### src/rtl/dsc_pkg.sv
package dsc_pkg;

    localparam int NDIG = 3;
    localparam int DIGW = 4;

    typedef logic [DIGW-1:0] bcd_t;

    typedef enum logic [1:0] {
        PH_IDLE  = 2'd0,
        PH_INTEG = 2'd1,
        PH_DEINT = 2'd2
    } phase_t;

    typedef struct packed {
        logic                 sign;
        logic                 ovr_pos;
        logic                 ovr_neg;
        logic [NDIG*DIGW-1:0] digits;
    } reading_t;

    function automatic logic is_nine(bcd_t d);
        return d == bcd_t'(9);
    endfunction

    function automatic bcd_t bcd_step(bcd_t d);
        return is_nine(d) ? bcd_t'(0) : d + bcd_t'(1);
    endfunction

endpackage

### src/rtl/dsc_tick_timer.sv
module dsc_tick_timer #(
    parameter int W = 8
) (
    input  logic         clk,
    input  logic         rst,
    input  logic         clr,
    input  logic         en,
    output logic [W-1:0] cnt
);

    always_ff @(posedge clk) begin
        if (rst || clr) begin
            cnt <= '0;
        end else if (en) begin
            cnt <= cnt + W'(1);
        end
    end

endmodule

### src/rtl/dsc_bcd_counter.sv
module dsc_bcd_counter
    import dsc_pkg::*;
#(
    parameter int ND  = NDIG,
    localparam int SW = (ND > 1) ? $clog2(ND) : 1
) (
    input  logic               clk,
    input  logic               rst,
    input  logic               clr,
    input  logic               inc,
    input  logic [SW-1:0]      top_dig,
    output logic [ND*DIGW-1:0] digits,
    output logic               ovf
);

    logic [ND:0]   en_chain;
    logic [ND-1:0] carry;

    assign en_chain[0] = inc;

    for (genvar i = 0; i < ND; i++) begin : g_stage
        bcd_t d_q;

        always_ff @(posedge clk) begin
            if (rst || clr) begin
                d_q <= '0;
            end else if (en_chain[i]) begin
                d_q <= bcd_step(d_q);
            end
        end

        assign carry[i]         = en_chain[i] && is_nine(d_q);
        assign en_chain[i+1]    = carry[i];
        assign digits[i*DIGW +: DIGW] = d_q;
    end

    assign ovf = carry[top_dig];

endmodule

### src/rtl/dsc_sequencer.sv
module dsc_sequencer
    import dsc_pkg::*;
#(
    parameter int INT_TICKS = 1000,
    parameter int MAX_DEINT = 2000
) (
    input  logic                 clk,
    input  logic                 rst,
    input  logic                 start,
    input  logic                 cmp_hi,
    input  logic                 neg_pol,
    output logic                 in_sw,
    output logic                 ref_sw,
    output logic                 busy,
    output logic                 done,
    output logic [NDIG*DIGW-1:0] rd_digits,
    output logic                 rd_sign,
    output logic                 rd_ovr_pos,
    output logic                 rd_ovr_neg
);

    localparam int LIM = (INT_TICKS > MAX_DEINT) ? INT_TICKS : MAX_DEINT;
    localparam int TW  = $clog2(LIM + 1);
    localparam int SW  = (NDIG > 1) ? $clog2(NDIG) : 1;
    localparam logic [TW-1:0] INT_LAST = TW'(INT_TICKS - 1);
    localparam logic [TW-1:0] DEI_LAST = TW'(MAX_DEINT - 1);
    localparam logic [SW-1:0] NEG_TOP  = SW'(1);
    localparam logic [SW-1:0] POS_TOP  = SW'(NDIG - 1);

    phase_t               state_q;
    logic                 pol_q;
    logic                 ovr_q;
    reading_t             res_q;
    logic                 done_q;
    logic [TW-1:0]        tmr;
    logic [NDIG*DIGW-1:0] cnt_digits;
    logic                 cnt_ovf;

    logic int_last, finish, fin_ovr, tmr_clr, cnt_clr, cnt_inc;

    always_comb begin
        int_last = (state_q == PH_INTEG) && (tmr == INT_LAST);
        tmr_clr  = (state_q == PH_IDLE) || int_last;
        cnt_clr  = (state_q != PH_DEINT);
        cnt_inc  = (state_q == PH_DEINT) && cmp_hi;
        finish   = (state_q == PH_DEINT) && (!cmp_hi || (tmr == DEI_LAST));
        fin_ovr  = cmp_hi ? 1'b1 : ovr_q;
    end

    dsc_tick_timer #(.W(TW)) u_timer (
        .clk (clk),
        .rst (rst),
        .clr (tmr_clr),
        .en  (!tmr_clr),
        .cnt (tmr)
    );

    dsc_bcd_counter #(.ND(NDIG)) u_count (
        .clk     (clk),
        .rst     (rst),
        .clr     (cnt_clr),
        .inc     (cnt_inc),
        .top_dig (pol_q ? NEG_TOP : POS_TOP),
        .digits  (cnt_digits),
        .ovf     (cnt_ovf)
    );

    always_ff @(posedge clk) begin
        if (rst) begin
            state_q <= PH_IDLE;
            pol_q   <= 1'b0;
            ovr_q   <= 1'b0;
            res_q   <= '0;
            done_q  <= 1'b0;
        end else begin
            done_q <= 1'b0;
            unique case (state_q)
                PH_IDLE: begin
                    if (start) begin
                        state_q <= PH_INTEG;
                        pol_q   <= neg_pol;
                    end
                end
                PH_INTEG: begin
                    ovr_q <= 1'b0;
                    if (int_last) state_q <= PH_DEINT;
                end
                PH_DEINT: begin
                    if (cnt_ovf) ovr_q <= 1'b1;
                    if (finish) begin
                        state_q       <= PH_IDLE;
                        done_q        <= 1'b1;
                        res_q.sign    <= pol_q;
                        res_q.ovr_pos <= fin_ovr && !pol_q;
                        res_q.ovr_neg <= fin_ovr && pol_q;
                        res_q.digits  <= fin_ovr ? '0 : cnt_digits;
                    end
                end
                default: state_q <= PH_IDLE;
            endcase
        end
    end

    assign in_sw      = (state_q == PH_INTEG);
    assign ref_sw     = (state_q == PH_DEINT);
    assign busy       = (state_q != PH_IDLE);
    assign done       = done_q;
    assign rd_digits  = res_q.digits;
    assign rd_sign    = res_q.sign;
    assign rd_ovr_pos = res_q.ovr_pos;
    assign rd_ovr_neg = res_q.ovr_neg;

endmodule

### config.mk
export PLATFORM = sky130hd
export DESIGN_NAME = dsc_sequencer
export DESIGN_NICKNAME = d
export VERILOG_FILES = /design/src/rtl/dsc_pkg.sv /design/src/rtl/dsc_tick_timer.sv /design/src/rtl/dsc_bcd_counter.sv /design/src/rtl/dsc_sequencer.sv
export SDC_FILE = /design/constraint.sdc
export NUM_CORES = 1
export LEC_CHECK = 0
export ABC_AREA = 1
export BUFFER_PORTS_ARGS = -buffer_cell sky130_fd_sc_hd__buf_2
export CAP_MARGIN = 25
export CORE_MARGIN = 2
export CORE_UTILIZATION = 41
export CTS_CLUSTER_SIZE = 24
export DETAILED_ROUTE_END_ITERATION = 8
export PLACE_DENSITY = 0.68
export SLEW_MARGIN = 10
export SYNTH_ARGS = -nofsm -noshare
export SYNTH_HDL_FRONTEND = slang
export SYNTH_SLANG_ARGS = --single-unit
### constraint.sdc
create_clock -name clk -period 1.2 [get_ports clk]
set_input_delay 0.24 -clock clk [delete_from_list [all_inputs] [get_ports clk]]
set_output_delay 0.24 -clock clk [all_outputs]
set_load 0.01 [all_outputs]
==> impl_metrics.yaml, run 1 <==
logic_synthesis:
  syn_area_um2: 2050
  synthesis.nets: 284
  synth_compound_area_frac: 0.0989
  yosys_warnings: 0
  yosysUniqueCellTypes: 28
  synth_simple_gate_area_frac: 0.352
  synth_edf_count: 0
  seq_area_frac_synth: 0.420
  ys_seq_elements: 43
  synth_area_per_cell_um2: 7.37
  synthMuxAreaShare: 0
  yosysTopAreaCell: "dfxtp_1"
  synth_top_family_by_area: "simple AND/OR/NAND/NOR gates"
  netlist.area_leader.share: 0.420
  synthFlopType: "dfxtp_1"
  synth_fa_ha_area_frac: 0.00611
  syn-instance-count: 278
  synth_xor_area_frac: 0.0427
  ys_top_cells_by_area: "dfxtp_1 42%, nand2_1 11%, nor2_1 6.8%"
  synthTopCellsByCount: "61 x nand2_1, 43 x dfxtp_1, 37 x nor2_1, 26 x a21oi_1, 26 x nand3_1"
  post-synth-top-count-cell: "nand2_1"
  async_flop_share: 0
die:
  coreArea_um2: 4790
  start_util: 0.428
  dieArea_um2: 5580
  die_w_um: 74.7
  die_y_um: 74.7
  num_io_pins: 24
  rows: 25
power:
  powerDensity_nw_per_um2: 921
  p_leak_nw: 1.31
  ir_drop_v: 0.000612
outcome:
  violations: "negative setup slack"
  status: "finished, violations left"
clock_tree:
  tritoncts: "done"
  clock-sinks: 43
  cts.reportedPaths.clkPinSlew_ns: 0.08
  clock_latency_ns: 0.30
  cts_root_buf: "clkbuf_8"
  htree_levels: 2
  hold_buffers: 0
  clock_path_buffers: 2
  cts_buffers: 5
setup_path:
  cp_max_fo: 6
  critPathTopFamily: "simple AND/OR/NAND/NOR gates"
  arrival_ns: 1.50
  slowest_stage: "dfxtp_2"
  critPathMaxStageDelay_ns: 0.34
  worstPathRequired_ns: 1.39
  crit_chain: "ha_4 -> nand3_4 -> nor2_4 -> nand2_4 -> nand2_8 -> buf_8 -> a21oi_2 -> nor2_1"
  cp-end-kind: "register"
  path_buf_inv: 1
  path_class: "reg2reg"
  cp-start-kind: "register"
cells_and_area:
  final_layout_size_suffix_gt1_frac: 0.450
  diodes: 0
  stdcell_count: 420
  nets: 358
  multi_input_area_um2: 1290
  post-route-util: 0.635
  area_growth_pct: 48.4
  ff_latch_area_um2: 873
  fillerInstances: 421
drt:
  ant_nets: 0
  wl_um: 4930
  drcViolationCount: 0
  routedWlPerCell_um: 11.7
  dr.pass1.iters: 4
  via_count: 1996
  vias_per_cell: 4.75
  drt_iter0_markers: 149
global_route:
  grt_max_degree: 16
  grt_pass1_wl_um: 7830
  grt_pass1_vias: 1776
  grt.overflow.total: 0
  antenna_found_initial: 0
  track_usage: 0.182
place:
  dp_cells: 398
  hpwlAfterDp_um: 3110
  io_buffer_count: 23
  place_congestion: 0.816
job:
  maxCapViolCount: 0
worst_hold_path:
  hold_class: "in2reg"
timing:
  setup_viol: 34
  slew_headroom: 0.776
  fin_skew_ns: 0.00695
  min_period_ns: 1.31
  hold_violations: 0
  grt_setup_unrepaired: "yes"
  max_freq_mhz: 766
  fin_ws_ns: -0.105
  slew_viol_final: 0
  period_share: 1.09
  worst_pin_slew_ns: 0.335
==> timing repair <==
action                                  4_1_cts  5_1_grt
endpoints found under the hold margin         0        0
resized for setup                            48       40
gates cloned                                  3        0
endpoints found under the setup margin       31       42
pin swaps                                    18       23
buffers inserted                              4        7
==> placed cells by master (no fill, tap or decap), types with 11 or more instances in the layout <==
cell type,Yosys,routed
inv_1,25,20
nand3_1,26,22
a21oi_1,26,12
nor2_1,37,28
dfxtp_1,43,35
nand2_1,61,56
buf_4,1,38
buf_6,1,11
buf_2,4,21
a21oi_2,2,16
nor2_4,5,12
==> routing by layer <==
metal,vias to the layer above,GRT usage,part of all wire
li1,1032,-,-
met1,915,0.223,0.44
met2,40,0.316,0.51
met3,9,0.0375,0.038
met4,0,0.0655,0.015
met5,-,0,0
==> power by group <==
group	switching, mW	internal [mW]	leakage (nW)	total, mW
clock network	0.511	0.674	0.0612	1.18
registers	0.00760	1.43	0.351	1.44
logic	0.102	0.0732	0.896	0.176
==> per-stage QoR <==
stage | worst slack, ns | instance area [um2] | setup TNS, ns | hold WS (ns) | total power [mW]
floorplan | -0.0424 | 2070 | -0.316 | 0.400 | 1.56
global placement | -0.113 | 2510 | -2.34 | 0.450 | 1.60
detailed placement | -0.147 | 2510 | -2.88 | 0.452 | 1.60
CTS | -0.0993 | 2870 | -2.30 | 0.214 | 2.82
global route | -0.177 | 3040 | -4.44 | 0.237 | 2.90
finish | -0.105 | 3040 | -2.16 | 0.218 | 2.80
==> state kept, by name, indices dropped and copies added (netlist names) <==
register,flops
u_timer.cnt,11
ovr_q,1
u_count.g_stage.d_q,12
rd_sign,1
state_q,2
rd_ovr_pos,1
rd_ovr_neg,1
rd_digits,12
pol_q,1
done,1
==> final cells by class <==
type                            count  share of cell area
Multi-Input combinational cell    201               0.426
Timing Repair Buffer               73               0.186
Tap cell                           67              0.0276
Inverter                           28              0.0354
Sequential cell                    43               0.287
Clock inverter                      2              0.0115
Clock buffer                        6              0.0272
==> cells by family after synthesis <==
kind of cell | count (synthesis)
AND/OR/NAND/NOR | 149
XOR/XNOR | 10
flip-flops | 43
adder cells (fa/ha/maj) | 1
buffers and inverters | 36
AO/OA/AOI/OAI | 39
==> final timing paths <==
check             slack, ns             to  cells after the start      startpoint
setup reg to reg      -0.11   rd_digits[0]                      8  u_timer.cnt[1]
setup / recovery      -0.11   rd_digits[0]                      8  u_timer.cnt[1]
hold / removal         0.22          pol_q                      3         neg_pol
hold reg to reg        0.45  rd_digits[11]                      2   rd_digits[11]
==> worst min-delay path, stage by stage <==
cell,delay (ns)
buf_2,0.07
o21ai_0,0.07
a21oi_1,0.10
(Power assumes the default switching activity.)
==> run 2: changes to the inputs <==
CORE_MARGIN = unset   (was 2)
==> impl_metrics.yaml, run 2 (synthesis gave the netlist of run 1 again) <==
setup_path:
  reg2reg_from: "u_timer.cnt[0]"
  startpoint: "u_timer.cnt[0]"
  critPathMaxStageDelay_ns: 0.37
  cp-endpoint: "u_timer.cnt[7]"
  rr_endpoint: "u_timer.cnt[7]"
  slowest_stage: "dfxtp_2"
  worstPathRequired_ns: 1.39
  cp-start-kind: "register"
  cp_max_fo: 6
  cp-end-kind: "register"
  arrival_ns: 1.55
  reg2reg_depth: 7
  crit_top_cell: "nand2_2"
  crit_chain: "ha_4 -> nand2_2 -> nor2_4 -> nand2_2 -> o21ai_4 -> buf_6 -> nor2_1"
  path_class: "reg2reg"
  rrSetupSlack_ns: -0.16
global_route:
  track_usage: 0.207
  grt_pass1_vias: 1898
  grt.overflow.total: 0
  grt_pass1_wl_um: 8480
  antenna_found_initial: 0
  grt_max_degree: 15
die:
  die_w_um: 72.7
  num_io_pins: 24
  start_util: 0.431
  dieArea_um2: 5290
  coreArea_um2: 4750
  rows: 25
  die_y_um: 72.7
clock_tree:
  htree_levels: 2
  cts.reportedPaths.clkPinSlew_ns: 0.09
  cts_root_buf: "clkbuf_8"
  clock_latency_ns: 0.30
  tritoncts: "done"
  clock-sinks: 43
  cts_buffers: 5
  clock_path_buffers: 2
  hold_buffers: 0
place:
  dp_cells: 395
  hpwlAfterDp_um: 3200
  io_buffer_count: 23
  dpl-instance-area_um2: 2490
  place_congestion: 0.836
timing:
  fin_ws_ns: -0.156
  max_freq_mhz: 737
  slew_headroom: 0.698
  hold_violations: 0
  worst_pin_slew_ns: 0.453
  period_share: 1.13
  fin_skew_ns: 0.0103
  setup_viol: 40
  min_period_ns: 1.36
  hold_ws_ns: 0.226
  slew_viol_final: 0
  grt_setup_unrepaired: "yes"
drt:
  vias_per_cell: 4.87
  wl_um: 5260
  via_count: 2034
  routedWlPerCell_um: 12.6
  drt_iter0_markers: 123
  drcViolationCount: 0
  dr.pass1.iters: 4
  ant_nets: 0
outcome:
  violations: "negative setup slack"
  status: "finished, violations left"
cells_and_area:
  area_growth_pct: 43.8
  diodes: 0
  nets: 356
  final_cell_mix: "54 x nand2_1, 38 x dfxtp_1, 36 x buf_4"
  final_layout_size_suffix_gt1_frac: 0.396
  stdcell_count: 418
  post-route-util: 0.620
  final_common_cell: "nand2_1"
  fin_area_um2: 2950
power:
  design_power_total_mw: 2.53
  ir_drop_v: 0.000444
  p_leak_nw: 1.24
  powerDensity_nw_per_um2: 860
job:
  maxCapViolCount: 0
worst_hold_path:
  hold_class: "in2reg"
## run 2: worst min path at each step
| stage | cells after the start | start | to |
|---|---|---|---|
| finish | 3 | neg_pol | pol_q |
| global route | 3 | neg_pol | pol_q |
| CTS | 3 | neg_pol | pol_q |
| detailed placement | 2 | rd_digits[11] | rd_digits[11] |
| global placement | 2 | rd_ovr_neg | rd_ovr_neg |
| floorplan | 2 | cmp_hi | state_q[1] |
## run 2: routing by layer
metal / global-route usage / vias up / routed length (um)
met5: 0 / - / 0
met4: 0.0654 / 0 / 52
met3: 0.0387 / 7 / 207
met2: 0.380 / 40 / 2790
met1: 0.243 / 954 / 2210
li1: - / 1033 / -
## run 2: layout make-up
type                    instances  area (um2)
multi-input cells             201        1230
clock buffers                   5        68.8
fillers                       430        1810
inverters                      28         113
flip-flops and latches         43         867
repair buffers                 71         567
well taps                      67        83.8
clock inverters                 3        15.0
## run 2: stage by stage
step / setup slack (ns) / TNS [ns]
floorplan: -0.0424 / -0.316
global placement: -0.115 / -2.45
detailed placement: -0.181 / -3.72
CTS: -0.105 / -2.59
global route: -0.212 / -6.83
finish: -0.156 / -4.08
## run 2: what timing repair did
action | CTS | global route
endpoints found under the setup margin | 32 | 44
pin swaps | 7 | 30
cloned | 4 | 0
resized for setup | 27 | 40
setup buffers | 4 | 7
## run 2: critical path, delay by kind of cell, from the launching register on
kind / cells / cell delay (ns)
AND/OR/NAND/NOR: 4 / 0.36
adder cells (fa/ha/maj): 1 / 0.16
buffers and inverters: 1 / 0.15
AO/OA/AOI/OAI: 1 / 0.21
flip-flops: 1 / 0.37
## run 2: power breakdown
part           switching (mW)  leakage (nW)  total (mW)  internal (mW)
Clock                   0.521        0.0477       0.920          0.399
Sequential            0.00702         0.349        1.44           1.43
Combinational           0.102         0.848       0.171         0.0698
Total                   0.629          1.24        2.53           1.90
==> run 3: changes to the inputs <==
ABC_AREA = unset   (was 1)
==> impl_metrics.yaml, run 3 <==
outcome:
  violations: "negative setup slack"
  status: "finished, violations left"
setup_path:
  path_class: "reg2reg"
  path_buf_inv: 1
  worstPathRequired_ns: 1.40
  critPathMaxStageDelay_ns: 0.40
  cp_max_fo: 8
  slowest_stage: "o41a_1"
  cp-end-kind: "register"
  arrival_ns: 1.90
  critPathTopFamily: "compound AO/OA/AOI/OAI gates"
  cp-start-kind: "register"
  crit_chain: "ha_4 -> nand3_4 -> o41a_1 -> buf_6 -> o211a_1 -> a41o_1"
logic_synthesis:
  synth_xor_area_frac: 0.0743
  syn_area_um2: 1890
  yosysTopAreaCell: "dfxtp_1"
  async_flop_share: 0
  synthesis.nets: 210
  seq_area_frac_synth: 0.457
  synthMuxAreaShare: 0.0106
  synth_area_per_cell_um2: 9.24
  ys_seq_elements: 43
  synthTopCellsByCount: "43 x dfxtp_1, 29 x nor2_1, 15 x nand2_1, 12 x a41o_1, 11 x o211a_1"
  synth_fa_ha_area_frac: 0.00664
  synth_compound_area_frac: 0.198
  ys_top_cells_by_area: "dfxtp_1 46%, a41o_1 6.4%, o211a_1 5.8%"
  synth_edf_count: 0
  synthFlopType: "dfxtp_1"
  post-synth-top-count-cell: "dfxtp_1"
  syn-instance-count: 204
  yosys_warnings: 0
  synth_top_family_by_area: "simple AND/OR/NAND/NOR gates"
  yosysUniqueCellTypes: 41
  synth_simple_gate_area_frac: 0.213
  netlist.area_leader.share: 0.457
die:
  die_w_um: 69.8
  coreArea_um2: 4380
  start_util: 0.430
  dieArea_um2: 4870
  rows: 24
  die_y_um: 69.8
  num_io_pins: 24
power:
  p_leak_nw: 1.42
  p_seq_frac: 0.570
  pwr-share-comb: 0.075
  p_switching_uw: 591
  ir_drop_v: 0.000672
  intPower_mw: 1.93
  power_frac_clock: 0.356
  switching_share: 0.235
  powerDensity_nw_per_um2: 835
drt:
  routedWlPerCell_um: 16.0
  drt_iter0_markers: 83
  ant_nets: 0
  drcViolationCount: 0
  via_count: 1893
  dr.pass1.iters: 4
  vias_per_cell: 5.47
  wl_um: 5550
clock_tree:
  tritoncts: "done"
  clock_latency_ns: 0.30
  htree_levels: 2
  clock_path_buffers: 2
  cts.reportedPaths.clkPinSlew_ns: 0.08
  hold_buffers: 0
  cts_root_buf: "clkbuf_8"
  clock-sinks: 43
  cts_buffers: 5
timing:
  slew_viol_final: 0
  finalSetupTns_ns: -13.12
  fin_ws_ns: -0.505
  hold_violations: 0
  worst_pin_slew_ns: 0.328
  grt_setup_unrepaired: "yes"
  min_period_ns: 1.70
  slew_headroom: 0.781
  hold_ws_ns: 0.177
  period_share: 1.42
  setup_viol: 43
  max_freq_mhz: 587
  fin_skew_ns: 0.00545
place:
  dp_cells: 317
  dpl-instance-area_um2: 2480
  io_buffer_count: 23
  hpwlAfterDp_um: 3280
  place_congestion: 0.824
  pre_cts_slack_ns: -0.471
global_route:
  grt_pass1_vias: 1865
  antenna_found_initial: 0
  grt_pass1_wl_um: 8600
  track_usage: 0.227
  grt_max_degree: 24
  grt.overflow.total: 0
cells_and_area:
  nets: 299
  diodes: 0
  stdcell_count: 346
  area_growth_pct: 59.9
  final_layout_size_suffix_gt1_frac: 0.514
  fin_area_um2: 3010
  final_common_cell: "buf_4"
  final_cell_mix: "53 x buf_4, 29 x dfxtp_1, 26 x nor2_1"
worst_hold_path:
  hold_class: "in2reg"
job:
  maxCapViolCount: 0
## run 3: what timing repair did
item / 4_1_cts / 5_1_grt
setup endpoints to repair: 44 / 45
hold endpoints to repair: 0 / 0
gates resized for setup: 45 / 28
setup buffers: 15 / 8
cloned: 1 / 0
pin swaps: 14 / 16
## run 3: kinds of logic (layout without fill, tap and decap cells)
kind of cell	count (synthesis)	count (layout)
and+or+nand+nor	79	79
adders and majority gates	1	1
buffers and inverters	19	109
DFF	43	43
AOI/OAI and AO/OA	44	44
xor gates and xnor gates	16	16
muxes	2	2
## run 3: path summary, 6_finish.rpt
path                                      from            to  slack [ns]  cells past startpoint
worst max register to register  u_timer.cnt[1]  rd_digits[9]       -0.50                      6
worst min-delay path                   neg_pol         pol_q        0.18                      3
worst max-delay path            u_timer.cnt[1]  rd_digits[9]       -0.50                      6
worst min register to register      rd_ovr_neg    rd_ovr_neg        0.46                      2
## run 3: metrics by stage
| stage | power (mW) | utilization |
|---|---|---|
| global route | 2.61 | 0.688 |
| floorplan | 1.53 | - |
| CTS | 2.52 | 0.652 |
| finish | 2.52 | 0.688 |
| detailed placement | 1.59 | 0.565 |
| global placement | 1.59 | 0.565 |
## run 3: tightest hold or removal path, delay by kind of cell
kind / cells / cell delay (ns)
simple gates: 1 / 0.08
buf+inv: 1 / 0.07
mux: 1 / 0.05
## run 3: power groups by stage
stage	Sequential [mW]	Combinational (mW)	Clock, mW
after floorplan	1.47	0.0628	0
after global routing	1.43	0.199	0.981
after global placement	1.47	0.118	0
final	1.43	0.188	0.895
after CTS	1.44	0.170	0.913
after detailed placement	1.47	0.120	0
## run 3: layout make-up
type | count | area, um2
fillers | 319 | 1370
clock buffers | 7 | 76.3
inverters | 7 | 48.8
repair buffers | 94 | 747
well taps | 52 | 65.1
multi-input cells | 142 | 1190
clock inverters | 1 | 5.00
flip-flops and latches | 43 | 883
## run 3: routing by layer
layer  wire length, um  part of all wire  track usage  up-vias
li1                  -                 -            -      921
met1              2230              0.40        0.256      927
met2              2980              0.54        0.402       27
met3               158             0.028       0.0523       18
met4               181             0.033        0.102        0
met5                 0                 0            0        -
